`config.mk`:
```
export PLATFORM = sky130hd
export DESIGN_NAME = srt8_div
export DESIGN_NICKNAME = d
export VERILOG_FILES = /design/src/rtl/srt8_pkg.sv /design/src/rtl/srt8_ctrl.sv /design/src/rtl/srt8_mult.sv /design/src/rtl/srt8_csa.sv /design/src/rtl/srt8_sel.sv /design/src/rtl/srt8_div.sv
export SDC_FILE = /design/constraint.sdc
export NUM_CORES = 1
export LEC_CHECK = 0
export BUFFER_PORTS_ARGS = -buffer_cell sky130_fd_sc_hd__buf_2
export CORE_MARGIN = 5
export CORE_UTILIZATION = 58
export DETAILED_ROUTE_END_ITERATION = 16
export PLACE_DENSITY = 0.87
export SLEW_MARGIN = 5
export SYNTH_ARGS = -nofsm -noshare
export SYNTH_HDL_FRONTEND = slang
export SYNTH_SLANG_ARGS = --single-unit
```
`constraint.sdc`:
```
create_clock -name clk -period 12 [get_ports clk]
set_clock_uncertainty 0.05 [all_clocks]
set_input_delay 2.4 -clock clk [delete_from_list [all_inputs] [get_ports clk]]
set_output_delay 2.4 -clock clk [all_outputs]
set_load 0.03 [all_outputs]
```
`src/rtl/srt8_pkg.sv`:
```
package srt8_pkg;

    typedef enum logic [1:0] {
        ST_IDLE,
        ST_LOAD,
        ST_ITER,
        ST_FINISH
    } ctrl_state_e;

    typedef logic signed [2:0] digit_t;

    localparam int LEVEL_MIN = -6;
    localparam int LEVEL_MAX = 7;

    // Threshold for choosing digit level k, in 1/16 units of 8*w.
    // dsc is floor(16*d), from 8 to 15. The value is the lowest bound that
    // keeps the next residual within [-d, d] for every d in the interval.
    function automatic int level_thr(int k, int dsc);
        if (k >= 1)
            return (k - 1) * (dsc + 1);
        else
            return (k - 1) * dsc;
    endfunction

    // High part of a digit in -7..7: round(q/4) with ties upward.
    function automatic digit_t hi_part(int lvl);
        return digit_t'((lvl + 2) >>> 2);
    endfunction

    function automatic digit_t lo_part(int lvl);
        return digit_t'(lvl - 4 * ((lvl + 2) >>> 2));
    endfunction

endpackage

```
`src/rtl/srt8_ctrl.sv`:
```
module srt8_ctrl
    import srt8_pkg::*;
#(
    parameter int DIGITS = 19
) (
    input  logic clk,
    input  logic rst_n,
    input  logic start,
    output logic accept,
    output logic load_cyc,
    output logic iter_cyc,
    output logic busy,
    output logic done
);
    localparam int CNT_W = $clog2(DIGITS + 1);

    ctrl_state_e state, state_nx;
    logic [CNT_W-1:0] cnt;
    logic             last_digit;

    assign last_digit = (cnt == CNT_W'(DIGITS - 1));

    always_ff @(posedge clk or negedge rst_n) begin
        if (!rst_n) begin
            state <= ST_IDLE;
            cnt   <= '0;
        end else begin
            state <= state_nx;
            if (state == ST_LOAD)
                cnt <= '0;
            else if (state == ST_ITER)
                cnt <= cnt + 1'b1;
        end
    end

    always_comb begin
        state_nx = state;
        unique case (state)
            ST_IDLE:   if (start) state_nx = ST_LOAD;
            ST_LOAD:   state_nx = ST_ITER;
            ST_ITER:   if (last_digit) state_nx = ST_FINISH;
            ST_FINISH: state_nx = start ? ST_LOAD : ST_IDLE;
        endcase
    end

    always_comb begin
        accept   = 1'b0;
        load_cyc = 1'b0;
        iter_cyc = 1'b0;
        busy     = 1'b0;
        done     = 1'b0;
        unique case (state)
            ST_IDLE:   accept = start;
            ST_LOAD:   begin load_cyc = 1'b1; busy = 1'b1; end
            ST_ITER:   begin iter_cyc = 1'b1; busy = 1'b1; end
            ST_FINISH: begin done = 1'b1; accept = start; end
        endcase
    end

    // Independent tally of digit cycles since the preset iteration.
    logic [CNT_W-1:0] seen;
    always_ff @(posedge clk or negedge rst_n) begin
        if (!rst_n)
            seen <= '0;
        else if (load_cyc)
            seen <= '0;
        else if (iter_cyc)
            seen <= seen + 1'b1;
    end


    start_to_busy_chk: assert property (@(posedge clk) disable iff (!rst_n)
        accept |=> (busy && load_cyc));


    done_pulse_chk: assert property (@(posedge clk) disable iff (!rst_n)
        done |=> !done);


    busy_done_excl_chk: assert property (@(posedge clk) disable iff (!rst_n)
        !(busy && done));


    digit_count_chk: assert property (@(posedge clk) disable iff (!rst_n)
        done |-> (seen == CNT_W'(DIGITS)));

endmodule

```
`src/rtl/srt8_mult.sv`:
```
module srt8_mult
    import srt8_pkg::*;
#(
    parameter int W  = 56,
    parameter int SH = 0
) (
    input  digit_t         q,
    input  logic [W-1:0]   m,
    output logic [W-1:0]   term,
    output logic           cin
);
    logic [W-1:0] mag;

    always_comb begin
        if (int'(q) == 1 || int'(q) == -1)
            mag = m << SH;
        else if (int'(q) == 2 || int'(q) == -2)
            mag = m << (SH + 1);
        else
            mag = '0;

        if (int'(q) > 0) begin
            term = ~mag;
            cin  = 1'b1;
        end else begin
            term = mag;
            cin  = 1'b0;
        end
    end

endmodule

```
`src/rtl/srt8_csa.sv`:
```
module srt8_csa #(
    parameter int W = 56
) (
    input  logic [W-1:0] a,
    input  logic [W-1:0] b,
    input  logic [W-1:0] c,
    input  logic         cin,
    output logic [W-1:0] s,
    output logic [W-1:0] cy
);
    logic [W-1:0] maj;

    assign s   = a ^ b ^ c;
    assign maj = (a & b) | (a & c) | (b & c);
    assign cy  = {maj[W-2:0], cin};

endmodule

```
`src/rtl/srt8_sel.sv`:
```
module srt8_sel
    import srt8_pkg::*;
#(
    parameter int EST_W  = 9,
    parameter int DSEL_W = 3
) (
    input  logic signed [EST_W-1:0] est,
    input  logic [DSEL_W-1:0]       dfrac,
    output digit_t                  q_hi,
    output digit_t                  q_lo
);
    localparam int NLEV  = LEVEL_MAX - LEVEL_MIN + 1;
    localparam int DBASE = 1 << DSEL_W;

    logic [NLEV-1:0] ge;
    int              lvl;

    for (genvar g = 0; g < NLEV; g++) begin : g_cmp
        assign ge[g] = int'(est) >= level_thr(LEVEL_MIN + g, DBASE + int'(dfrac));
    end

    always_comb begin
        lvl  = $countones(ge) + LEVEL_MIN - 1;
        q_hi = hi_part(lvl);
        q_lo = lo_part(lvl);
    end

endmodule

```
`src/rtl/srt8_div.sv`:
```
module srt8_div
    import srt8_pkg::*;
#(
    parameter int MANT_W = 53,
    parameter int ITERS  = 20,
    parameter int INT_W  = 2
) (
    input  logic              clk,
    input  logic              rst_n,
    input  logic              start,
    input  logic [MANT_W-1:0] dividend,
    input  logic [MANT_W-1:0] divisor,
    output logic              busy,
    output logic              done,
    output logic              digit_valid,
    output logic [2:0]        digit_hi,
    output logic [2:0]        digit_lo,
    output logic              res_neg
);
    localparam int FRAC_W = MANT_W + 1;
    localparam int RES_W  = FRAC_W + INT_W;
    localparam int DIGITS = ITERS - 1;
    localparam int EST_W  = INT_W + 7;
    localparam int DSEL_W = 3;

    logic accept, load_cyc, iter_cyc;

    srt8_ctrl #(.DIGITS(DIGITS)) u_ctrl (
        .clk      (clk),
        .rst_n    (rst_n),
        .start    (start),
        .accept   (accept),
        .load_cyc (load_cyc),
        .iter_cyc (iter_cyc),
        .busy     (busy),
        .done     (done)
    );

    logic [FRAC_W-1:0] xr, dr, xpre;
    logic [RES_W-1:0]  ws, wc;
    digit_t            qh, ql;

    // Pre-shift: keep the first residual below the divisor.
    assign xpre = (dividend >= divisor) ? {1'b0, dividend} : {dividend, 1'b0};

    logic [RES_W-1:0] mult_src, ws_sh, wc_sh;
    assign mult_src = {{INT_W{1'b0}}, (load_cyc ? xr : dr)};
    assign ws_sh    = ws << 3;
    assign wc_sh    = wc << 3;

    logic [RES_W-1:0] term_h, term_l, s1, c1, ws_n, wc_n;
    logic             cin_h, cin_l;

    srt8_mult #(.W(RES_W), .SH(2)) u_mult_hi (
        .q (qh), .m (mult_src), .term (term_h), .cin (cin_h)
    );

    srt8_mult #(.W(RES_W), .SH(0)) u_mult_lo (
        .q (ql), .m (mult_src), .term (term_l), .cin (cin_l)
    );

    srt8_csa #(.W(RES_W)) u_csa_hi (
        .a (ws_sh), .b (wc_sh), .c (term_h), .cin (cin_h), .s (s1), .cy (c1)
    );

    srt8_csa #(.W(RES_W)) u_csa_lo (
        .a (s1), .b (c1), .c (term_l), .cin (cin_l), .s (ws_n), .cy (wc_n)
    );

    // Retimed selection on the residual being produced this cycle.
    logic signed [EST_W-1:0] est;
    logic [DSEL_W-1:0]       dfrac;
    digit_t                  qh_n, ql_n;

    assign est   = $signed(ws_n[RES_W-1 -: EST_W] + wc_n[RES_W-1 -: EST_W]);
    assign dfrac = dr[FRAC_W-2 -: DSEL_W];

    srt8_sel #(.EST_W(EST_W), .DSEL_W(DSEL_W)) u_sel (
        .est   (est),
        .dfrac (dfrac),
        .q_hi  (qh_n),
        .q_lo  (ql_n)
    );

    always_ff @(posedge clk or negedge rst_n) begin
        if (!rst_n) begin
            xr <= '0;
            dr <= '0;
            ws <= '0;
            wc <= '0;
            qh <= digit_t'(0);
            ql <= digit_t'(0);
        end else if (accept) begin
            xr <= xpre;
            dr <= {divisor, 1'b0};
            ws <= '0;
            wc <= '0;
            qh <= digit_t'(0);
            ql <= digit_t'(-1);
        end else if (load_cyc || iter_cyc) begin
            ws <= ws_n;
            wc <= wc_n;
            qh <= qh_n;
            ql <= ql_n;
        end
    end

    assign digit_valid = iter_cyc;
    assign digit_hi    = qh;
    assign digit_lo    = ql;
    assign res_neg     = ($signed(ws + wc) < 0);


    digit_range_chk: assert property (@(posedge clk) disable iff (!rst_n)
        digit_valid |-> (int'(qh) >= -2 && int'(qh) <= 2 &&
                         int'(ql) >= -2 && int'(ql) <= 2));


    est_bound_chk: assert property (@(posedge clk) disable iff (!rst_n)
        (load_cyc || iter_cyc) |->
            (int'(est) <  8 * (9 + int'(dfrac)) &&
             int'(est) > -8 * (9 + int'(dfrac)) - 2));


    operand_hold_chk: assert property (@(posedge clk) disable iff (!rst_n)
        iter_cyc |-> ($stable(dr) && $stable(xr)));

endmodule

```
==> results.cfg, run 1 <==
[die]
io_pins = 119
die_y_um = 199
initial_utilization_pct = 58.5
fp.dieW_um = 199
die-area_sq_um = 39600
coreArea_sq_um = 35400
row_count = 69

[cts]
cts.sinks = 232
clk_latency_ns = 0.56
cts_tree = done
clockBufferDepth = 3
root_buffer = clkbuf_16
postCtsSetupRepairBufs = 0
hold_buffers = 0
cts_resized = 0
h-tree-depth = 1
clkTransAtPathRegs_ns = 0.06
numCtsBuffers = 27

[place]
post-place-ws_ns = 2.65
gp_congestion = 0.906
portBuffers = 118
placed_area_sq_um = 21500
hpwl_mm = 41.0

[grt]
antenna_found_initial = 2
grt_usage_pct = 28.8
grtUsageMet3_pct = 4.56
grt_overflow = 0
grt_pass1_wl_mm = 92.4
use_met2_pct = 48.6
first_global_vias = 17800
use_met1_pct = 36.5
grt_max_degree = 133
top_usage_layer = met2

[synth]
ys_top_cells_by_count = 325 x o21ai_0, 322 x nand2_1, 239 x ha_1
synthFlopType = dfrtp_1
synth.distinct_cells = 57
yosys_warnings = 0
synth.net_count = 2726
synth.most_common_cell = o21ai_0
ys_seq_area_share_pct = 28.0
ys_top_cells_by_area = dfrtp_1 28%, ha_1 14%, fa_1 11%
synth_area_sq_um = 20700
postSynthAreaPerCell_sq_um = 9.16
ys_seq_elements = 232
synth_area_leader_cell = dfrtp_1
yosysTopAreaCellShare_pct = 28.0
async_reset_ff_share_pct = 100
synth-edff-count = 0
syn_inst = 2261

[cells_and_area]
antennaDiodeCount = 0
design_area_sq_um = 22400
seq_area_sq_um = 5820
multi_input_area_sq_um = 13600
n_fill_cell = 2707
drive_above_1_share_pct = 10.9
area_delta_synth_final_pct = 8.37
final_nets = 2756

[sta]
rsz0062_at_grt = no
layout_min_cycle_time_ns = 9.37
holdWs_ns = 0.426
max_freq_mhz = 107
drv_slew = 0
setup_ws_ns = 2.63
worst_pin_slew_ns = 1.10
hold_viol = 0
finalSetupViolCount = 0
setup_tns_ns = 0
slew_headroom_pct = 26.5
timing.final.crit_share_pct = 78.1

[setup_path]
cp_common_cell = fa_1
reg2reg_slack_ns = 2.63
end_kind = flop
crit_path_max_incr_delay_ns = 0.83
crit_path_start_kind = flop
r2r-start = digit_hi[0]
cp_max_fo = 59
rr_worst_depth = 33
r2r_end = digit_hi[2]
crit_arrival_ns = 9.71
slowest_stage = xor2_1
cp.required_ns = 12.34
path_class = flop to flop

[routing]
drc = 0
dr.pass1.iters = 5
wl_per_cell_um = 20.5
drtAntennaViolNets = 0
vias = 17300
initialDrtViolationCount = 1497
wl_mm = 56.9
viasPerCell = 6.25

[worst_hold_path]
hold_depth = 2
hp-class = flop to flop
min_to = xr[34]
min_from = xr[34]

[job]
cap_violations = 0

[run_status]
status = finished clean
==> routing by layer <==
layer / wire (um) / part of all wire (%)
met4: 3020 / 5.3
met1: 22200 / 39
met3: 4160 / 7.3
met2: 27600 / 48
met5: 13 / 0.023
==> logic make-up after synthesis <==
| group | after synthesis | share of synthesized area [%] |
|---|---|---|
| AOI/OAI and AO/OA | 649 | 19.0 |
| and+or+nand+nor | 429 | 8.59 |
| adders and majority gates | 359 | 25.9 |
| buffers and inverters | 351 | 6.52 |
| DFF | 232 | 28.0 |
| muxes | 213 | 10.7 |
| xor gates and xnor gates | 28 | 1.31 |
==> area by class of cell <==
type | count | share of cell area [%]
tap | 461 | 2.57
multi-input combinational | 1678 | 60.5
inverter | 218 | 3.66
clock buffer | 36 | 3.47
clock inverter | 13 | 0.630
sequential | 232 | 25.9
timing repair buffer | 134 | 3.21
==> flip-flops by register name (all words and copies together) (netlist names) <==
signal and cells:
u_ctrl.state 2, dr 53, ws 56, xr 54, wc 56, digit_hi 3, digit_lo 3, u_ctrl.cnt 5
==> worst max-delay path by stage <==
stage,startpoint,end,slack (ns),cells after the start
floorplan,u_ctrl.state[1],digit_hi[0],3.51,34
global placement,digit_hi[0],digit_hi[0],2.93,30
detailed placement,digit_hi[0],digit_hi[2],2.65,33
CTS,digit_hi[0],digit_hi[2],2.64,33
global route,digit_hi[0],digit_hi[0],2.10,32
finish,digit_hi[0],digit_hi[2],2.63,33
==> worst max-delay path, delay by kind of cell (launching register included) <==
kind                     cells  cell delay, ns
buffers and inverters        6            1.48
XOR/XNOR                     3            1.15
adder cells (fa/ha/maj)     12            4.40
AND/OR/NAND/NOR              3            0.41
multiplexers                 1            0.21
AO/OA/AOI/OAI                8            1.13
flip-flops                   1            0.34
==> layout by cell type (no fill, tap or decap), types with 51 or more instances in the layout <==
cell type / count
mux2i_1: 160
a21o_1: 59
inv_1: 215
fa_1: 117
a22oi_1: 87
ha_1: 238
buf_2: 117
o21ai_0: 325
dfrtp_1: 227
a21oi_1: 73
mux2_2: 51
nand2_1: 321
==> stage by stage <==
stage | cells | utilization (%)
final | 2772 | 63.4
after global routing | 2772 | 63.4
after CTS | 2772 | 63.4
after detailed placement | 2723 | 60.8
after global placement | 2723 | 60.8
after floorplan | 2261 | -
Power of run 1 is left out: the tool's default activity adds up to more than one toggle a clock period on the data nets, which glitch-free logic cannot reach.
==> run 2: changes to the inputs <==
--- a/config.mk
+++ b/config.mk
@@ -7,9 +7,9 @@
 export LEC_CHECK = 0
 export BUFFER_PORTS_ARGS = -buffer_cell sky130_fd_sc_hd__buf_2
 export CORE_MARGIN = 5
-export CORE_UTILIZATION = 58
+export CORE_UTILIZATION = 57
 export DETAILED_ROUTE_END_ITERATION = 16
-export PLACE_DENSITY = 0.87
+export PLACE_DENSITY = 0.89
 export SLEW_MARGIN = 5
 export SYNTH_ARGS = -nofsm -noshare
 export SYNTH_HDL_FRONTEND = slang
==> constraint.sdc (replaced) <==
create_clock -name clk -period 8.3 [get_ports clk]
set_clock_uncertainty 0.05 [all_clocks]
set_input_delay 1.66 -clock clk [delete_from_list [all_inputs] [get_ports clk]]
set_output_delay 1.66 -clock clk [all_outputs]
set_load 0.03 [all_outputs]
==> results.cfg, run 2 (synthesized netlist as in run 1, its figures left out) <==
[run_status]
status = finished clean

[die]
fp.dieW_um = 201
row_count = 69
io_pins = 119
die_y_um = 201
initial_utilization_pct = 57.9
die-area_sq_um = 40200
coreArea_sq_um = 35700

[routing]
viasPerCell = 6.25
wl_mm = 55.3
dr.pass1.iters = 6
drtAntennaViolNets = 0
drc = 0
wl_per_cell_um = 19.7
vias = 17500
initialDrtViolationCount = 1592

[sta]
drv_slew = 0
hold_viol = 0
layout_min_cycle_time_ns = 8.06
worst_pin_slew_ns = 1.04
finalSetupViolCount = 0
max_freq_mhz = 124
slew_headroom_pct = 30.6
timing.final.crit_share_pct = 97.2

[cts]
root_buffer = clkbuf_16
clockBufferDepth = 3
clkTransAtPathRegs_ns = 0.06
clk_latency_ns = 0.56
cts_tree = done
numCtsBuffers = 26
cts.sinks = 232
h-tree-depth = 1

[place]
hpwl_mm = 40.0
gp_congestion = 0.925
placed_area_sq_um = 21700
portBuffers = 118

[setup_path]
crit_arrival_ns = 8.45
end_kind = flop
r2r-start = u_ctrl.state[1]
rr_worst_depth = 34
path_class = flop to flop
reg2reg_slack_ns = 0.24
cp-endpoint = digit_hi[0]
slowest_stage = fa_2
cp_max_fo = 9
crit_path_max_incr_delay_ns = 0.59
r2r_end = digit_hi[0]
cp.required_ns = 8.68
startpoint = u_ctrl.state[1]
crit_path_start_kind = flop

[grt]
antenna_found_initial = 0
first_global_vias = 18300
grt_max_degree = 123
grt_overflow = 0
grt_usage_pct = 27.0
grt_pass1_wl_mm = 91.6

[cells_and_area]
top_regs = wc x56, ws x56, xr x54
antennaDiodeCount = 0
design_area_sq_um = 22800
drive_above_1_share_pct = 12.9
final_nets = 2789
mostFrequentLayoutCells = 324 x o21ai_0, 321 x nand2_1, 233 x ha_1
layout_commonest_cell = o21ai_0
area_delta_synth_final_pct = 9.93

[worst_hold_path]
hp-class = flop to flop

[job]
cap_violations = 0
==> run 2: cell type report <==
class | count | area (sq um)
Inverter | 218 | 821
Timing Repair Buffer | 168 | 983
Tap cell | 461 | 577
Clock inverter | 10 | 88.8
Clock buffer | 37 | 753
Sequential cell | 232 | 5820
Fill cell | 2714 | 13000
Multi-Input combinational cell | 1678 | 13700
==> run 2: worst max-delay path, delay by kind of cell (launching register included) <==
family / cells / cell delay (ns)
adder cells (fa/ha/maj): 12 / 4.20
AND/OR/NAND/NOR: 1 / 0.18
AO/OA/AOI/OAI: 11 / 1.84
flip-flops: 1 / 0.39
multiplexers: 2 / 0.48
buffers and inverters: 7 / 0.61
XOR/XNOR: 1 / 0.20
==> run 2: metrics by stage <==
| stage | setup TNS (ns) | cells | utilization (%) | setup slack [ns] | hold WS, ns |
|---|---|---|---|---|---|
| floorplan | 0 | 2261 | - | 0.0427 | 0.394 |
| global route | -0.150 | 2804 | 63.7 | -0.0703 | 0.456 |
| global placement | 0 | 2745 | 60.7 | 0.0554 | 0.406 |
| CTS | 0 | 2794 | 63.2 | 0.000536 | 0.430 |
| finish | 0 | 2804 | 63.7 | 0.236 | 0.428 |
| detailed placement | -0.801 | 2745 | 60.7 | -0.279 | 0.415 |
==> run 2: worst min path at each step <==
stage / start / end / slack [ns] / cells after the start
floorplan: xr[10] / xr[10] / 0.39 / 2
global placement: xr[1] / xr[1] / 0.41 / 2
detailed placement: xr[32] / xr[32] / 0.42 / 2
CTS: dr[6] / dr[6] / 0.43 / 2
global route: dr[22] / dr[22] / 0.46 / 2
finish: dr[6] / dr[6] / 0.43 / 2
==> run 2: what timing repair did <==
action                     in CTS  in global routing
setup endpoints to repair       3                  5
resized for setup               6                 24
pin swaps                       4                 23
setup buffers                   2                 10
hold buffers                    0                  0
==> run 2: metal layers <==
metal / global-route usage (%) / wire [um] / vias to the layer above / part of all wire [%]
li1: - / - / 7987 / -
met1: 34.7 / 21700 / 8504 / 39
met2: 44.7 / 26300 / 853 / 48
met3: 4.86 / 4510 / 191 / 8.2
met4: 12.6 / 2790 / 0 / 5.1
met5: 0 / 0 / - / 0
Power of run 2 is left out for the same reason.
==> run 3: changes to the inputs <==
==> constraint.sdc (replaced) <==
create_clock -name clk -period 7.1 [get_ports clk]
set_clock_uncertainty 0.05 [all_clocks]
set_input_delay 1.42 -clock clk [delete_from_list [all_inputs] [get_ports clk]]
set_output_delay 1.42 -clock clk [all_outputs]
set_load 0.03 [all_outputs]
==> results.cfg, run 3 (synthesized netlist as in run 1, its figures left out) <==
[routing]
wl_mm = 57.6
drtAntennaViolNets = 0
vias = 17900
dr.pass1.iters = 6
drc = 0
wl_per_cell_um = 20.1
initialDrtViolationCount = 1710
viasPerCell = 6.25

[run_status]
status = finished with violations
violations = negative setup slack

[grt]
grt_pass1_wl_mm = 95.6
grt_overflow = 0
antenna_found_initial = 0
grt_max_degree = 154
grt_usage_pct = 28.4
first_global_vias = 18600

[cells_and_area]
layout_commonest_cell = nand2_1
top_regs = wc x56, ws x56, xr x54
drive_above_1_share_pct = 16.4
final_util_pct = 65.6
final_nets = 2850
antennaDiodeCount = 0
area_delta_synth_final_pct = 13.3
mostFrequentLayoutCells = 320 x nand2_1, 319 x o21ai_0, 227 x ha_1, 227 x dfrtp_1, 206 x inv_1

[cts]
clockBufferDepth = 3
cts.sinks = 232
root_buffer = clkbuf_16
h-tree-depth = 1
numCtsBuffers = 25
cts_tree = done
clk_latency_ns = 0.55
clkTransAtPathRegs_ns = 0.06

[setup_path]
crit_path_max_incr_delay_ns = 0.52
crit_arrival_ns = 8.28
crit_path_start_kind = flop
end_kind = flop
cp_common_cell = ha_4
cp_max_fo = 6
cp.required_ns = 7.43
path_class = flop to flop
slowest_stage = fa_1

[die]
die_y_um = 201
die-area_sq_um = 40200
io_pins = 119
row_count = 69
coreArea_sq_um = 35700
initial_utilization_pct = 57.9
fp.dieW_um = 201

[place]
hpwl_mm = 41.4
portBuffers = 118
gp_congestion = 0.931

[sta]
max_freq_mhz = 126
worst_pin_slew_ns = 1.09
layout_min_cycle_time_ns = 7.95
timing.final.crit_share_pct = 112
slew_headroom_pct = 27.4
rsz0062_at_grt = yes
finalSetupViolCount = 5
drv_slew = 0
setup_ws_ns = -0.847
hold_viol = 0

[job]
cap_violations = 0

[worst_hold_path]
hp-class = flop to flop
[run 3: cell count changes in the layout (fill, tap and decap cells not counted), moves of 6 or more]
cell and delta:
buf_4 +61, ha_1 -6, ha_4 +6, inv_1 -8, inv_2 +7, xnor2_1 -6, xnor2_2 +6
[run 3: repair_timing]
action	in CTS	in global routing
buffers inserted	3	6
pin swaps	7	24
hold buffers	0	0
resized for setup	13	21
endpoints found under the setup margin	5	6
[run 3: final cells by class]
class | instances | area, sq um
clock inverter | 11 | 149
sequential | 232 | 5820
inverter | 218 | 823
timing repair buffer | 230 | 1460
clock buffer | 35 | 743
tap | 461 | 577
multi-input combinational | 1678 | 13900
fill | 2565 | 12300
[run 3: metal layers]
| layer | vias up | global-route usage, % | wire (um) |
|---|---|---|---|
| li1 | 8112 | - | - |
| met5 | - | 0 | 0 |
| met1 | 8698 | 35.8 | 22200 |
| met3 | 224 | 4.28 | 4000 |
| met2 | 859 | 48.8 | 28500 |
| met4 | 0 | 12.2 | 2940 |
[run 3: worst max-delay path: cells and delay by family (launching register included)]
family | cells | cell delay, ns
mux | 2 | 0.47
simple gates | 1 | 0.10
flops | 1 | 0.38
fa+ha+maj | 12 | 4.15
buf+inv | 5 | 0.40
compound gates | 11 | 1.84
xor+xnor | 3 | 0.41
[run 3: per-stage QoR]
stage	cells	hold slack [ns]	TNS (ns)	instance area (sq um)	setup WS, ns
2_1_floorplan	2261	0.394	-2.92	20900	-0.756
6_report	2865	0.423	-3.75	23500	-0.847
5_1_grt	2865	0.451	-5.23	23500	-1.14
3_5_place_dp	2810	0.415	-3.61	22300	-0.853
3_3_place_gp	2810	0.406	-2.33	22300	-0.588
4_1_cts	2859	0.428	-3.15	23300	-0.748
[run 3: final timing paths]
check	startpoint	end	slack [ns]	cells after the start
worst max-delay path	u_ctrl.state[1]	digit_hi[2]	-0.85	34
worst min-delay path	xr[14]	xr[14]	0.42	2
max in group asynchronous	rst_n	dr[46]	4.92	2
worst max register to register	u_ctrl.state[1]	digit_hi[2]	-0.85	34
min in group asynchronous	rst_n	wc[20]	0.78	1
worst min register to register	xr[14]	xr[14]	0.42	2
Power of run 3 is left out for the same reason.
